### src/rtl/ebc_pkg.sv
`timescale 1ns/1ps
// Shared types of the external bus cycle controller.
// Assumes: one access in flight at a time; states are ordered only for readability.
package ebc_pkg;

    // Phase of the external bus cycle; each state lasts one or more clocks.
    typedef enum logic [2:0] {
        ST_IDLE  = 3'd0,
        ST_ADDR  = 3'd1,
        ST_SETUP = 3'd2,
        ST_STRB  = 3'd3,
        ST_DATA  = 3'd4,
        ST_END   = 3'd5,
        ST_HOLD  = 3'd6,
        ST_ACK   = 3'd7
    } ebc_state_e;

endpackage

### src/rtl/ebc_phase_fsm.sv
`timescale 1ns/1ps
// Phase sequencer: walks address, setup, strobe, data, release and hold
// phases for every beat of an access, with one shared down-counter for the
// programmable extensions. Assumes the timing settings and the size are
// sampled only on the accepting clock.
module ebc_phase_fsm
    import ebc_pkg::*;
#(
    parameter int CNT_W      = 3,
    parameter int BEAT_W     = 2,
    parameter int PORT_BYTES = 1
) (
    input  logic              clk,
    input  logic              rst_n,
    input  logic              req_valid,
    input  logic [1:0]        req_size,
    input  logic [CNT_W-1:0]  cfg_setup,
    input  logic [CNT_W-1:0]  cfg_wait,
    input  logic [CNT_W-1:0]  cfg_hold,
    input  logic              cfg_burst,
    output ebc_state_e        st_o,
    output logic [BEAT_W-1:0] beat_o,
    output logic              accept_o,
    output logic              data_done_o
);

    ebc_state_e        st, st_d;
    logic [CNT_W-1:0]  cnt, cnt_d;
    logic [BEAT_W-1:0] beat, beat_d;
    logic [BEAT_W-1:0] last_q, last_d;
    logic [CNT_W-1:0]  setup_q, wait_q, hold_q;
    logic              burst_q;
    logic              at_last;

    assign accept_o    = (st == ST_IDLE) && req_valid;
    assign data_done_o = (st == ST_DATA) && (cnt == '0);
    assign at_last     = (beat == last_q);
    assign st_o        = st;
    assign beat_o      = beat;

    // Index of the final beat for the requested size and port width.
    always_comb begin
        int nbytes;
        int nbeats;
        nbytes = (req_size == 2'd0) ? 1 : ((req_size == 2'd1) ? 2 : 4);
        nbeats = (nbytes > PORT_BYTES) ? (nbytes / PORT_BYTES) : 1;
        last_d = BEAT_W'(nbeats - 1);
    end

    // Next phase, extension counter and beat index.
    always_comb begin
        st_d   = st;
        cnt_d  = cnt;
        beat_d = beat;
        case (st)
            ST_IDLE: begin
                if (req_valid) begin
                    st_d   = ST_ADDR;
                    beat_d = '0;
                end
            end
            ST_ADDR: begin
                if (setup_q != '0) begin
                    st_d  = ST_SETUP;
                    cnt_d = setup_q - CNT_W'(1);
                end else begin
                    st_d = ST_STRB;
                end
            end
            ST_SETUP: begin
                if (cnt == '0) st_d = ST_STRB;
                else           cnt_d = cnt - CNT_W'(1);
            end
            ST_STRB: begin
                st_d  = ST_DATA;
                cnt_d = wait_q;
            end
            ST_DATA: begin
                if (cnt != '0) begin
                    cnt_d = cnt - CNT_W'(1);
                end else if (burst_q && !at_last) begin
                    beat_d = beat + BEAT_W'(1);
                    cnt_d  = wait_q;
                end else begin
                    st_d = ST_END;
                end
            end
            ST_END, ST_HOLD: begin
                if (st == ST_END && hold_q != '0) begin
                    st_d  = ST_HOLD;
                    cnt_d = hold_q - CNT_W'(1);
                end else if (st == ST_HOLD && cnt != '0) begin
                    cnt_d = cnt - CNT_W'(1);
                end else if (at_last) begin
                    st_d = ST_ACK;
                end else begin
                    st_d   = ST_ADDR;
                    beat_d = beat + BEAT_W'(1);
                end
            end
            default: st_d = ST_IDLE;
        endcase
    end

    // Phase state registers.
    always_ff @(posedge clk) begin
        if (!rst_n) begin
            st   <= ST_IDLE;
            cnt  <= '0;
            beat <= '0;
        end else begin
            st   <= st_d;
            cnt  <= cnt_d;
            beat <= beat_d;
        end
    end

    // Capture the timing settings and beat count when a request is taken.
    always_ff @(posedge clk) begin
        if (!rst_n) begin
            setup_q <= '0;
            wait_q  <= '0;
            hold_q  <= '0;
            burst_q <= 1'b0;
            last_q  <= '0;
        end else if (accept_o) begin
            setup_q <= cfg_setup;
            wait_q  <= cfg_wait;
            hold_q  <= cfg_hold;
            burst_q <= cfg_burst;
            last_q  <= last_d;
        end
    end

endmodule

### src/rtl/ebc_bus_drive.sv
`timescale 1ns/1ps
// Bus datapath: holds the captured request, drives address, strobes and
// write lanes from the current phase and beat, and assembles read beats.
// Assumes the phase and beat come from ebc_phase_fsm and that beat k of
// a wide access occupies word bits [k*PORT_W +: PORT_W].
module ebc_bus_drive
    import ebc_pkg::*;
#(
    parameter int ADDR_W  = 32,
    parameter int DATA_W  = 32,
    parameter int PORT_W  = 8,
    parameter int BEAT_W  = 2,
    parameter int BYTE_SH = 0
) (
    input  logic              clk,
    input  logic              rst_n,
    input  logic              accept,
    input  logic              req_write,
    input  logic [1:0]        req_size,
    input  logic [ADDR_W-1:0] req_addr,
    input  logic [DATA_W-1:0] req_wdata,
    input  ebc_state_e        st,
    input  logic [BEAT_W-1:0] beat,
    input  logic              data_done,
    input  logic [PORT_W-1:0] bus_rdata,
    output logic [ADDR_W-1:0] bus_addr,
    output logic              bus_cs_n,
    output logic              bus_oe_n,
    output logic              bus_we_n,
    output logic              bus_ta_n,
    output logic [PORT_W-1:0] bus_wdata,
    output logic              bus_wdata_oe,
    output logic [DATA_W-1:0] rsp_rdata
);

    logic [ADDR_W-1:0] addr_q;
    logic [DATA_W-1:0] wdata_q, rdata_q, size_mask;
    logic [1:0]        size_q;
    logic              write_q;
    logic              on_bus, strobe;

    assign on_bus = (st != ST_IDLE) && (st != ST_ACK);
    assign strobe = (st == ST_STRB) || (st == ST_DATA);

    // Capture the request and collect read beats on their acknowledge clock.
    always_ff @(posedge clk) begin
        if (!rst_n) begin
            addr_q  <= '0;
            wdata_q <= '0;
            size_q  <= '0;
            write_q <= 1'b0;
            rdata_q <= '0;
        end else if (accept) begin
            addr_q  <= req_addr;
            wdata_q <= req_wdata;
            size_q  <= req_size;
            write_q <= req_write;
            rdata_q <= '0;
        end else if (data_done && !write_q) begin
            rdata_q[beat*PORT_W +: PORT_W] <= bus_rdata;
        end
    end

    // Keep only the bytes that belong to the access size.
    always_comb begin
        case (size_q)
            2'd0:    size_mask = DATA_W'(32'h0000_00FF);
            2'd1:    size_mask = DATA_W'(32'h0000_FFFF);
            default: size_mask = '1;
        endcase
    end

    // External pins as a function of phase, beat and direction.
    always_comb begin
        bus_cs_n     = !on_bus;
        bus_oe_n     = !(strobe && !write_q);
        bus_we_n     = !(strobe && write_q);
        bus_ta_n     = !data_done;
        bus_wdata_oe = on_bus && write_q;
        bus_addr     = on_bus ? (addr_q + (ADDR_W'(beat) << BYTE_SH)) : '0;
        bus_wdata    = (on_bus && write_q) ? wdata_q[beat*PORT_W +: PORT_W] : '0;
        rsp_rdata    = rdata_q & size_mask;
    end

endmodule

### src/rtl/ebc_ctrl.sv
`timescale 1ns/1ps
// External bus cycle controller top: accepts one internal request while
// idle, runs it on the external bus with programmable setup, wait and hold
// extensions and optional burst beats, then pulses a one-clock response.
// Assumes DATA_W is a multiple of PORT_W and PORT_W is 8, 16 or 32.
module ebc_ctrl
    import ebc_pkg::*;
#(
    parameter int ADDR_W = 32,
    parameter int DATA_W = 32,
    parameter int PORT_W = 8,
    parameter int CNT_W  = 3
) (
    input  logic              clk,
    input  logic              rst_n,
    input  logic [CNT_W-1:0]  cfg_setup,
    input  logic [CNT_W-1:0]  cfg_wait,
    input  logic [CNT_W-1:0]  cfg_hold,
    input  logic              cfg_burst,
    input  logic              req_valid,
    output logic              req_ready,
    input  logic              req_write,
    input  logic [1:0]        req_size,
    input  logic [ADDR_W-1:0] req_addr,
    input  logic [DATA_W-1:0] req_wdata,
    output logic              rsp_valid,
    output logic [DATA_W-1:0] rsp_rdata,
    output logic [ADDR_W-1:0] bus_addr,
    output logic              bus_cs_n,
    output logic              bus_oe_n,
    output logic              bus_we_n,
    output logic              bus_ta_n,
    output logic [PORT_W-1:0] bus_wdata,
    output logic              bus_wdata_oe,
    input  logic [PORT_W-1:0] bus_rdata
);

    localparam int PORT_BYTES = PORT_W / 8;
    localparam int MAX_BEATS  = DATA_W / PORT_W;
    localparam int BEAT_W     = (MAX_BEATS > 1) ? $clog2(MAX_BEATS) : 1;
    localparam int BYTE_SH    = $clog2(PORT_BYTES);

    ebc_state_e        st;
    logic [BEAT_W-1:0] beat;
    logic              accept, data_done;

    assign req_ready = (st == ST_IDLE);
    assign rsp_valid = (st == ST_ACK);

    ebc_phase_fsm #(
        .CNT_W      (CNT_W),
        .BEAT_W     (BEAT_W),
        .PORT_BYTES (PORT_BYTES)
    ) u_fsm (
        .clk         (clk),
        .rst_n       (rst_n),
        .req_valid   (req_valid),
        .req_size    (req_size),
        .cfg_setup   (cfg_setup),
        .cfg_wait    (cfg_wait),
        .cfg_hold    (cfg_hold),
        .cfg_burst   (cfg_burst),
        .st_o        (st),
        .beat_o      (beat),
        .accept_o    (accept),
        .data_done_o (data_done)
    );

    ebc_bus_drive #(
        .ADDR_W  (ADDR_W),
        .DATA_W  (DATA_W),
        .PORT_W  (PORT_W),
        .BEAT_W  (BEAT_W),
        .BYTE_SH (BYTE_SH)
    ) u_drive (
        .clk          (clk),
        .rst_n        (rst_n),
        .accept       (accept),
        .req_write    (req_write),
        .req_size     (req_size),
        .req_addr     (req_addr),
        .req_wdata    (req_wdata),
        .st           (st),
        .beat         (beat),
        .data_done    (data_done),
        .bus_rdata    (bus_rdata),
        .bus_addr     (bus_addr),
        .bus_cs_n     (bus_cs_n),
        .bus_oe_n     (bus_oe_n),
        .bus_we_n     (bus_we_n),
        .bus_ta_n     (bus_ta_n),
        .bus_wdata    (bus_wdata),
        .bus_wdata_oe (bus_wdata_oe),
        .rsp_rdata    (rsp_rdata)
    );

endmodule

### config.mk
export PLATFORM = sky130hd
export DESIGN_NAME = ebc_ctrl
export DESIGN_NICKNAME = d
export VERILOG_FILES = /design/src/rtl/ebc_pkg.sv /design/src/rtl/ebc_phase_fsm.sv /design/src/rtl/ebc_bus_drive.sv /design/src/rtl/ebc_ctrl.sv
export SDC_FILE = /design/constraint.sdc
export NUM_CORES = 1
export LEC_CHECK = 0
export ABC_AREA = 1
export CORE_MARGIN = 2
export CORE_UTILIZATION = 50
export DETAILED_ROUTE_END_ITERATION = 8
export HOLD_SLACK_MARGIN = 0.03
export PLACE_DENSITY_LB_ADDON = 0.25
export SLEW_MARGIN = 30
export SYNTH_ARGS = -nofsm -noshare
export SYNTH_HDL_FRONTEND = slang
export SYNTH_HIERARCHICAL = 1
export SYNTH_SLANG_ARGS = --single-unit
### constraint.sdc
create_clock -name clk -period 3.1 [get_ports clk]
set_input_delay 0.62 -clock clk [delete_from_list [all_inputs] [get_ports clk]]
set_output_delay 0.62 -clock clk [all_outputs]
set_load 0.01 [all_outputs]
# Yosys cells after proc, flatten, opt, wreduce, memory -nomap -nowiden
# Cells that the tools add are included.
[totals] input_bits=88 output_inout_bits=79 reg_bits=119
[op_classes] n_reduce_logical=32 mux=30 n_bitwise=2 n_lt_le_gt_ge=1 addsub=7 shift=3 eq_ne=24
[ops] cell="32-bit case mux with 2 select lines" count=1
[ops] cell="3-bit two-way mux" count=15
[ops] cell="5-bit negator with 34-bit output" count=1
[ops] cell="8-bit by 34-bit variable shift with 32-bit output, first input constant" count=1
[ops] cell="8-bit by 34-bit variable part select with 32-bit output" count=1
[ops] cell="32-bit by 2-bit adder with 32-bit output" count=1
[ops] cell="32-bit AND" count=1
[ops] cell="32-bit bitwise mux" count=1
[ops] cell="32-bit by 2-bit > comparator with 1-bit output, second input constant" count=1
[ops] cell="32-bit two-way mux" count=1
[ops] cell="32-bit by 6-bit variable part select with 8-bit output" count=1
[ops] cell="3-bit case mux with 6 select lines" count=1
[ops] cell="2-bit inequality test, second input constant" count=8
[ops] cell="3-bit case mux with 5 select lines" count=1
[ops] cell="3-bit nonzero test" count=5
[ops] cell="2-bit two-way mux" count=7
[ops] cell="3-bit == test, second input constant" count=4
[ops] cell="1-bit logical AND" count=10
[ops] cell="5-bit AND reduction" count=2
[ops] cell="3-bit by 1-bit subtractor with 3-bit output, second input constant" count=3
[ops] cell="8-bit two-way mux" count=1
[ops] cell="7-bit AND reduction" count=1
[ops] cell="3-bit by 2-bit == test with 1-bit output, second input constant" count=2
[ops] cell="1-bit zero test" count=6
[ops] cell="17 further kinds" count=23

# Logic depth before layout (Yosys ltp)
# Gate-level depths: netlist of run 1.
[depth] ltp_word=6 ltp_mapped=12 depth_no_buf=12

# Hierarchy
# Netlist of run 1, hierarchy kept.
[modules_own_cells] module="ebc_bus_drive" cells_each=820 seq_area_each_um2=1981.9 area_each_um2=5256.3 n_inst=1
[modules_own_cells] module="ebc_phase_fsm" cells_each=181 seq_area_each_um2=400.4 area_each_um2=1251.2 n_inst=1
[modules_own_cells] module="ebc_ctrl" cells_each=6 seq_area_each_um2=0.0 area_each_um2=22.5 n_inst=1

# Least setup slack after synthesis of run 1
# No wires, ideal clock.
[synth_path] kind="flip-flop to output port" from="register u_fsm.beat[1], in the netlist u_fsm/beat_o[1]" to="output bus_addr[30]" setup_slack_ns=0.300 arrival_time_ns=2.180 stages_incl_launch_ff=11 cell_sequence="dfxtp_1 > buf_2 > clkinv_1 > fa_1 > nor2_4 > nand2_1 > nor2_4 > nand2_1 > nand2_1 > nand2_1 > nor2_1"
[synth_via] elab_chain_cells=2
[synth_rtl] item="from (decl)" line_no="ebc_phase_fsm.sv:29" text="logic [BEAT_W-1:0] beat, beat_d;"
[synth_rtl] item="from (signal assigned)" line_no="ebc_phase_fsm.sv:114" text="beat <= beat_d;"
[synth_rtl] item="32-bit by 2-bit adder with 32-bit output" line_no="ebc_bus_drive.sv:80" text="bus_addr = on_bus ? (addr_q + (ADDR_W'(beat) << BYTE_SH)) : '0;"
[synth_rtl] item="32-bit two-way mux" line_no="ebc_bus_drive.sv:80"
[synth_rtl] item="to (decl)" line_no="ebc_ctrl.sv:28" text="output logic [ADDR_W-1:0] bus_addr,"
# Every way passes these cells.

# Final worst setup path of run 1
[layout_path] from="register u_fsm.st[0], in the netlist u_fsm/st_o[0]" to="output bus_wdata[3]"
[layout_via] elab_chain_cells=4
[layout_rtl] item="from (decl)" line_no="ebc_phase_fsm.sv:27" text="ebc_state_e st, st_d;"
[layout_rtl] item="from (signal assigned)" line_no="ebc_phase_fsm.sv:112" text="st <= st_d;"
[layout_rtl] item="3-bit inequality test or 3-bit nonzero test (tied branches)" line_no="ebc_bus_drive.sv:42" text="assign on_bus = (st != ST_IDLE) && (st != ST_ACK);"
[layout_rtl] item="1-bit logical AND *" line_no="ebc_bus_drive.sv:42"
[layout_rtl] item="1-bit logical AND *" line_no="ebc_bus_drive.sv:81" text="bus_wdata = (on_bus && write_q) ? wdata_q[beat*PORT_W +: PORT_W] : '0;"
[layout_rtl] item="8-bit two-way mux *" line_no="ebc_bus_drive.sv:81"
[layout_rtl] item="to (decl)" line_no="ebc_ctrl.sv:33" text="output logic [PORT_W-1:0] bus_wdata,"
# Mark *: on every way between the ends. The rest lies on a longest branch, timed or not.

==> impl_metrics.toml, run 1 <==
[die]
initial_core_util_pct = 51.54
fp.dieH_um = 118.3
fp.dieW_um = 118.3
coreArea_mm2 = 0.01267
ioPinCount = 167
rows = 41
dieArea_mm2 = 0.01399

[clock_network]
insertion_delay_ns = 0.42
cts_root_buf = "clkbuf_16"
cts_tree = "built"
cts_buffer_depth = 2
cts.sinks = 119
htree_levels = 4
ctsHoldBuffers = 0
numCtsBuffers = 17
clkTransAtPathRegs_ns = 0.05

[synthesis]
synth.distinct_cells = 38
ys_seq_elements = 119
ys_seq_area_share_pct = 36.48
syn-cell-area_mm2 = 0.006530
ys.flop_type = "dfxtp_1"
synth_xor_area_share_pct = 1.207
synth_adder_area_share_pct = 2.797
async_flop_share_pct = 0
synth_cells = 1007
syn_nets = 1109
yosysWarnings = 6
synth.avg_cell_area_um2 = 6.485
synth-edff-count = 0
synth_top_family_by_area = "simple AND/OR/NAND/NOR gates"
synth.area.mux_share_pct = 0
synth_compound_area_share_pct = 18.15
synth-simple-area-share_pct = 30.70

[pwr]
switching_share_pct = 36.94
internal_power_mw = 4.161
p_seq_share_pct = 32.8
power_frac_comb_pct = 35.8
power_density_mw_per_mm2 = 731.7
net-switching-power_mw = 2.438
vdd_drop_max_uv = 615.8
clkPwrFrac_pct = 31.4
cellLeakagePower_nw = 3.809
finalPower_mw = 6.599

[finish]
nFillCells = 1128
nets = 1271
layoutNonFillerInstCount = 1352
mostFrequentLayoutCell = "nor2_1"
design_area_mm2 = 0.009019
drive_gt1_share_pct = 9.237
insertedDiodeCount = 0
final_cell_mix = "nor2_1, nand2_1, clkdlybuf4s50_1, dfxtp_1, inv_1"
area_growth_pct = 38.11

[setup_path]
cp_slowest_cell = "clkdlybuf4s50_1"
cp_slowest_stage_delay_ns = 0.59
critPathRequiredTime_ns = 2.48
crit_path_max_fanout = 9
crit_start = "u_fsm/st_o[0]$_SDFFE_PN0P_"
cp_cell_sequence = "nor2_1 -> o21ai_2 -> nand2_1 -> a21oi_1 -> clkdlybuf4s50_1"
cp-start-kind = "flip-flop"
crit_arrival_ns = 2.40
reg2reg_from = "u_fsm/beat_o[0]$_SDFFE_PN0P_"
endpoint_kind = "output port"
criticalPathCategory = "reg2out"

[timing]
max_freq_ghz = 0.3312
finalClockSkew_ns = 0.007306
finalHoldViolations = 0
fin_crit_ns = 3.019
worst_slew_pin_slew_ns = 0.5794
relSlewSlack_pct = 61.26
grt_setup_unrepaired = "yes"
fin_ws_ns = 0.08088
min_period_over_period_pct = 97.39
fin_tns_setup_ns = 0
finalSetupViolCount = 0
slew_violations = 0

[run]
max_cap_viol_count = 0

[detailed_routing]
drc = 0
viasPerCell = 5.163
ant_nets = 0
drt-pass1-iter-count = 5
routed_wl_um = 19340
drtIter0Drc = 559
vias = 6981
wl_per_cell_um = 14.30

[global_route]
globalRouteOverflowTotal = 0
grt_max_degree = 54
antenna_found_initial = 0
grt.total_usage_pct = 27.54
grt_pass1_wl_um = 31540
grt_pass1_vias = 6530

[placed_design]
hpwl_um = 13590
place_area_mm2 = 0.008269
post-place-ws_ns = 0.1737
io_buffers = 166
dp.cells = 1310
gp_congestion = 0.9172

[hold_path]
hold_class = "reg2reg"
min_from = "u_drive/rdata_q[21]$_SDFFE_PP0P_"

[run_status]
outcome = "finished clean"
cell type report:
cell class              instances  area, um2  share of cell area [%]
repair buffers                192       1864                   20.67
well taps                     172      215.2                   2.386
clock buffers                  22      464.2                   5.147
clock inverters                 8      147.6                   1.637
flip-flops and latches        119       2386                   26.46
multi-input cells             721       3491                   38.71
inverters                     118      450.4                   4.994
power by group through the flow:
| stage | clock network (mW) | registers, mW | logic [mW] |
|---|---|---|---|
| 2_1_floorplan | 0 | 2.10 | 1.56 |
| 3_3_place_gp | 0 | 2.16 | 2.34 |
| 3_5_place_dp | 0 | 2.17 | 2.38 |
| 4_1_cts | 2.09 | 2.15 | 2.35 |
| 5_1_grt | 2.15 | 2.20 | 2.64 |
| 6_report | 2.07 | 2.16 | 2.36 |
layer usage:
metal	up-vias	routed length (um)	GRT usage (%)
met3	33	1162	5.743
li1	3532	-	-
met4	0	389	10.62
met5	-	0	0
met1	3163	8755	35.71
met2	253	9031	44.80
state kept, by name, summed over array words and instances (netlist names), 3 cells and up:
| register | cells |
|---|---|
| u_drive/addr_q | 32 |
| u_drive/rdata_q | 32 |
| u_drive/wdata_q | 32 |
| u_fsm/cnt | 3 |
| u_fsm/hold_q | 3 |
| u_fsm/setup_q | 3 |
| u_fsm/st_o | 3 |
| u_fsm/wait_q | 3 |
cell usage after synthesis (all sizes together), types with 6 or more instances:
master | number | area (um2)
ha | 13 | 162.7
o21ai | 100 | 508.0
a211oi | 19 | 142.6
nand3 | 36 | 205.2
a21oi | 68 | 355.3
a31oi | 19 | 118.9
dfxtp | 119 | 2382
buf | 27 | 166.4
clkbuf | 22 | 83.83
a22oi | 6 | 45.04
nand2 | 187 | 714.4
inv | 116 | 437.9
nor2 | 247 | 999.7
stage by stage:
step / hold WS (ns) / utilization, %
2_1_floorplan: 0.4309 / -
3_3_place_gp: 0.4427 / 65.26
3_5_place_dp: 0.4447 / 65.26
4_1_cts: 0.4536 / 70.35
5_1_grt: 0.4690 / 71.18
6_report: 0.4508 / 71.18
logic make-up (layout without fill, tap and decap cells):
group,Yosys count,count (layout)
flip-flops,119,119
buffers and inverters,167,340
AND/OR/NAND/NOR,484,484
AO/OA/AOI/OAI,214,214
adder cells (fa/ha/maj),14,14
XOR/XNOR,9,9
worst paths after layout:
check / end / slack (ns) / depth (start not counted)
setup / recovery: bus_wdata[3] / 0.08 / 5
hold / removal: u_drive/rdata_q[21]$_SDFFE_PP0P_ / 0.45 / 2
setup reg to reg: u_drive/rdata_q[8]$_SDFFE_PP0P_ / 0.70 / 8
hold reg to reg: u_drive/rdata_q[21]$_SDFFE_PP0P_ / 0.45 / 2
critical path, delay by kind of cell, from the launching register on:
family                 cells  cell delay, ns
buffers and inverters      1            0.59
AO/OA/AOI/OAI              2            0.51
flip-flops                 1            0.46
AND/OR/NAND/NOR            2            0.43
timing repair:
action / 4_1_cts / 5_1_grt
buffers inserted: 4 / 9
pin swaps: 2 / 6
setup endpoints to repair: 31 / 13
gates resized for setup: 29 / 23
Note: power is estimated with default switching activity, not from simulation.
==> run 2: changes to the inputs <==
--- a/config.mk
+++ b/config.mk
@@ -11,6 +11,7 @@
 export DETAILED_ROUTE_END_ITERATION = 8
 export HOLD_SLACK_MARGIN = 0.03
 export PLACE_DENSITY_LB_ADDON = 0.25
+export SKIP_CTS_REPAIR_TIMING = 1
 export SLEW_MARGIN = 30
 export SYNTH_ARGS = -nofsm -noshare
 export SYNTH_HDL_FRONTEND = slang
==> impl_metrics.toml, run 2 (same netlist as run 1, synthesis figures left out) <==
[detailed_routing]
ant_nets = 0
drt-pass1-iter-count = 6
viasPerCell = 5.207
drc = 0
routed_wl_um = 19330
drtIter0Drc = 626
wl_per_cell_um = 14.35
vias = 7014

[placed_design]
post-place-ws_ns = 0.1737
io_buffers = 166
hpwl_um = 13590
dp.cells = 1310
gp_congestion = 0.9172

[pwr]
vdd_drop_max_uv = 616.1
cellLeakagePower_nw = 4.081
power_density_mw_per_mm2 = 732.1

[timing]
finalHoldViolations = 0
fin_crit_ns = 2.977
finalClockSkew_ns = 0.006617
min_period_over_period_pct = 96.03
hold_slack_ns = 0.4508
relSlewSlack_pct = 61.16
grt_setup_unrepaired = "yes"
slew_violations = 0
max_freq_ghz = 0.3359
finalSetupViolCount = 0
fin_ws_ns = 0.1232
worst_slew_pin_slew_ns = 0.5810

[clock_network]
cts_buffer_depth = 2
htree_levels = 4
cts.sinks = 119
clkTransAtPathRegs_ns = 0.05
cts_root_buf = "clkbuf_16"
insertion_delay_ns = 0.42
cts_tree = "built"
numCtsBuffers = 17

[die]
initial_core_util_pct = 51.54
rows = 41
fp.dieH_um = 118.3
dieArea_mm2 = 0.01399
coreArea_mm2 = 0.01267
fp.dieW_um = 118.3
ioPinCount = 167

[finish]
final_cell_mix = "nor2_1, nand2_1, clkdlybuf4s50_1, dfxtp_1, inv_1"
layoutNonFillerInstCount = 1347
insertedDiodeCount = 0
area_growth_pct = 38.67
top_regs = "u_drive/addr_q (32), u_drive/rdata_q (32), u_drive/wdata_q (32)"
final_util_pct = 71.46
drive_gt1_share_pct = 8.511
mostFrequentLayoutCell = "nor2_1"
nets = 1266

[global_route]
grt_pass1_vias = 6495
grt_max_degree = 54
grt.total_usage_pct = 27.37
antenna_found_initial = 0
globalRouteOverflowTotal = 0
grt_pass1_wl_um = 31350

[hold_path]
hold_class = "reg2reg"

[setup_path]
cp-start-kind = "flip-flop"
crit_path_max_fanout = 14
crit_arrival_ns = 2.36
critPathRequiredTime_ns = 2.48
criticalPathCategory = "reg2out"
ff2ff_setup_slack_ns = 0.57
endpoint_kind = "output port"

[run]
max_cap_viol_count = 0

[run_status]
outcome = "finished clean"
[run 2: cell count changes in the layout (fill, tap and decap cells not counted), moves of 2 or more]
| cell | change |
|---|---|
| dfxtp_2 | -2 |
| buf_4 | -3 |
| dfxtp_1 | +2 |
| clkdlybuf4s50_1 | -2 |
| dlymetal6s2s_1 | +22 |
| clkbuf_2 | -2 |
| nand2_1 | -2 |
| dlygate4sd2_1 | -17 |
| nand2_2 | +2 |
[run 2: through the flow]
stage / TNS, ns / instance area, um2 / total power [mW]
after CTS: -3.866 / 8881 / 6.635
after floorplan: 0 / 6530 / 3.666
after detailed placement: 0 / 8269 / 4.549
after global routing: -0.02493 / 9055 / 7.028
after global placement: 0 / 8269 / 4.502
final: 0 / 9055 / 6.629
[run 2: critical path: stages (launching register included)]
cell and delay, ns:
dfxtp_1 0.37, buf_8 0.18, ha_1 0.25, nand3_1 0.11, nand2_2 0.12, inv_1 0.09, nor2_1 0.07, nor3_2 0.16
clkdlybuf4s50_1 0.58
[run 2: final timing paths]
| path | start | end | cells after the start |
|---|---|---|---|
| worst max-delay path | u_fsm/beat_o[1]$_SDFFE_PN0P_ | bus_addr[3] | 8 |
| worst min register to register | u_drive/rdata_q[21]$_SDFFE_PP0P_ | u_drive/rdata_q[21]$_SDFFE_PP0P_ | 2 |
| worst min-delay path | u_drive/rdata_q[21]$_SDFFE_PP0P_ | u_drive/rdata_q[21]$_SDFFE_PP0P_ | 2 |
| worst max register to register | u_fsm/beat_o[0]$_SDFFE_PN0P_ | u_drive/rdata_q[8]$_SDFFE_PP0P_ | 8 |
[run 2: power by group]
group | total, mW | internal [mW] | switching [mW]
clock network | 2.07 | 1.38 | 0.691
registers | 2.16 | 1.88 | 0.274
logic | 2.40 | 0.928 | 1.48
[run 2: layer usage]
layer  wire length [um]  track usage [%]  share of wire, %  vias up
met3               1251            5.647               6.5       27
met4                367            10.17               1.9        0
met1               8685            35.84                45     3197
met2               9029            44.33                47      258
met5                  0                0                 0        -
li1                   -                -                 -     3532
[run 2: layout make-up]
class / instances / area (um2)
clock buffers: 22 / 464.2
clock inverters: 8 / 147.6
fillers: 1113 / 3616
inverters: 118 / 446.7
multi-input cells: 721 / 3496
flip-flops and latches: 119 / 2384
well taps: 172 / 215.2
repair buffers: 187 / 1902
==> run 3: changes to the inputs <==
--- a/config.mk
+++ b/config.mk
@@ -6,8 +6,9 @@
 export NUM_CORES = 1
 export LEC_CHECK = 0
 export ABC_AREA = 1
+export CAP_MARGIN = 20
 export CORE_MARGIN = 2
-export CORE_UTILIZATION = 50
+export CORE_UTILIZATION = 45
 export DETAILED_ROUTE_END_ITERATION = 8
 export HOLD_SLACK_MARGIN = 0.03
 export PLACE_DENSITY_LB_ADDON = 0.25
==> impl_metrics.toml, run 3 (same netlist as run 1, synthesis figures left out) <==
[run_status]
outcome = "finished clean"

[timing]
finalClockSkew_ns = 0.008644
max_freq_ghz = 0.3265
grt_setup_unrepaired = "yes"
fin_tns_setup_ns = 0
finalHoldViolations = 0
fin_ws_ns = 0.03706
fin_crit_ns = 3.063
relSlewSlack_pct = 51.19
worst_slew_pin_slew_ns = 0.7322
finalSetupViolCount = 0
slew_violations = 0
min_period_over_period_pct = 98.80

[finish]
nFillCells = 1341
nets = 1271
insertedDiodeCount = 0
layoutNonFillerInstCount = 1366
mostFrequentLayoutCell = "nor2_1"
area_growth_pct = 39.24
top_regs = "u_drive/addr_q (32), u_drive/rdata_q (32), u_drive/wdata_q (32)"
final_cell_mix = "nor2_1, nand2_1, clkdlybuf4s50_1, dfxtp_1, inv_1"
drive_gt1_share_pct = 8.799

[clock_network]
cts.sinks = 119
insertion_delay_ns = 0.42
htree_levels = 4
cts_tree = "built"
cts_root_buf = "clkbuf_16"
numCtsBuffers = 17
cts_buffer_depth = 2
clkTransAtPathRegs_ns = 0.05

[die]
fp.dieW_um = 124.5
initial_core_util_pct = 45.45
coreArea_mm2 = 0.01437
fp.dieH_um = 124.5
dieArea_mm2 = 0.01549
rows = 44
ioPinCount = 167

[placed_design]
post-place-ws_ns = 0.1749
hpwl_um = 13640
dp.cells = 1323
gp_congestion = 0.9322
io_buffers = 166

[detailed_routing]
wl_per_cell_um = 14.05
vias = 6893
viasPerCell = 5.046
routed_wl_um = 19190
drc = 0
ant_nets = 0
drtIter0Drc = 532
drt-pass1-iter-count = 5

[pwr]
switching_share_pct = 36.62
clkPwrFrac_pct = 32.3
cellLeakagePower_nw = 4.030
vdd_drop_max_uv = 477.9
finalPower_mw = 6.698
power_density_mw_per_mm2 = 736.7
power_frac_comb_pct = 35.6
net-switching-power_mw = 2.453
internal_power_mw = 4.245
p_seq_share_pct = 32.1

[global_route]
grt_pass1_vias = 6330
globalRouteOverflowTotal = 0
antenna_found_initial = 1
grt.total_usage_pct = 24.61
grt_pass1_wl_um = 31150
grt_max_degree = 54

[setup_path]
cp_common_cell = "nand2_1"
cp_slowest_cell = "clkdlybuf4s50_1"
rr_worst_depth = 8
crit_path_max_fanout = 6
endpoint_kind = "output port"
cp_slowest_stage_delay_ns = 0.53
criticalPathCategory = "reg2out"
critPathRequiredTime_ns = 2.48
cp_cell_sequence = "buf_6 -> ha_1 -> nand3_1 -> nand2_2 -> nand2_1 -> nor2_2 -> nand2_1 -> nand2_1 -> nand2_1 -> nor2_1 -> clkdlybuf4s50_1"
crit_arrival_ns = 2.44
cp-start-kind = "flip-flop"

[run]
max_cap_viol_count = 0

[hold_path]
hold_class = "reg2reg"
worstHoldPathCells = 2
==> run 3: cell types whose count changed in the layout (fill, tap and decap cells not counted), moves of 3 or more <==
cell and delta:
buf_4 +6, dlymetal6s2s_1 -5, clkdlybuf4s50_1 +4, inv_2 -3
==> run 3: worst paths after layout <==
| kind | slack [ns] | to | from |
|---|---|---|---|
| setup / recovery | 0.04 | bus_addr[31] | u_fsm/beat_o[1]$_SDFFE_PN0P_ |
| hold / removal | 0.45 | u_drive/rdata_q[20]$_SDFFE_PP0P_ | u_drive/rdata_q[20]$_SDFFE_PP0P_ |
| setup reg to reg | 0.56 | u_drive/rdata_q[19]$_SDFFE_PP0P_ | u_fsm/beat_o[0]$_SDFFE_PN0P_ |
| hold reg to reg | 0.45 | u_drive/rdata_q[20]$_SDFFE_PP0P_ | u_drive/rdata_q[20]$_SDFFE_PP0P_ |
==> run 3: routing by layer <==
| metal | wire [um] | GRT usage, % | up-vias |
|---|---|---|---|
| li1 | - | - | 3539 |
| met1 | 8683 | 32.26 | 3102 |
| met2 | 9043 | 40.24 | 225 |
| met3 | 1179 | 5.971 | 25 |
| met4 | 266 | 7.270 | 2 |
| met5 | 13 | 0 | - |
==> run 3: critical path, delay by kind of cell, from the launching register on <==
family                     cells  cell delay, ns
and+or+nand+nor                8            0.81
adders and majority gates      1            0.27
buffers and inverters          2            0.65
DFF                            1            0.32
==> run 3: area by class of cell <==
type | instances | area (um2) | area share [%]
clock buffer | 22 | 484.2 | 5.325
clock inverter | 10 | 166.4 | 1.830
inverter | 118 | 449.2 | 4.940
multi-input combinational | 721 | 3473 | 38.20
sequential | 119 | 2384 | 26.21
tap | 184 | 230.2 | 2.532
timing repair buffer | 192 | 1906 | 20.96
==> run 3: through the flow <==
| stage | hold slack, ns | utilization (%) | cell area [um2] |
|---|---|---|---|
| 2_1_floorplan | 0.4309 | - | 6530 |
| 3_3_place_gp | 0.4413 | 57.62 | 8279 |
| 3_5_place_dp | 0.4424 | 57.62 | 8279 |
| 4_1_cts | 0.4529 | 62.15 | 8930 |
| 5_1_grt | 0.4645 | 63.28 | 9092 |
| 6_report | 0.4511 | 63.28 | 9092 |
==> run 3: power groups by stage <==
stage               logic (mW)  clock network, mW  registers [mW]
floorplan                 1.56                  0            2.10
global placement          2.35                  0            2.17
global route              2.68               2.26            2.19
finish                    2.38               2.16            2.15
detailed placement        2.38                  0            2.17
CTS                       2.40               2.19            2.14
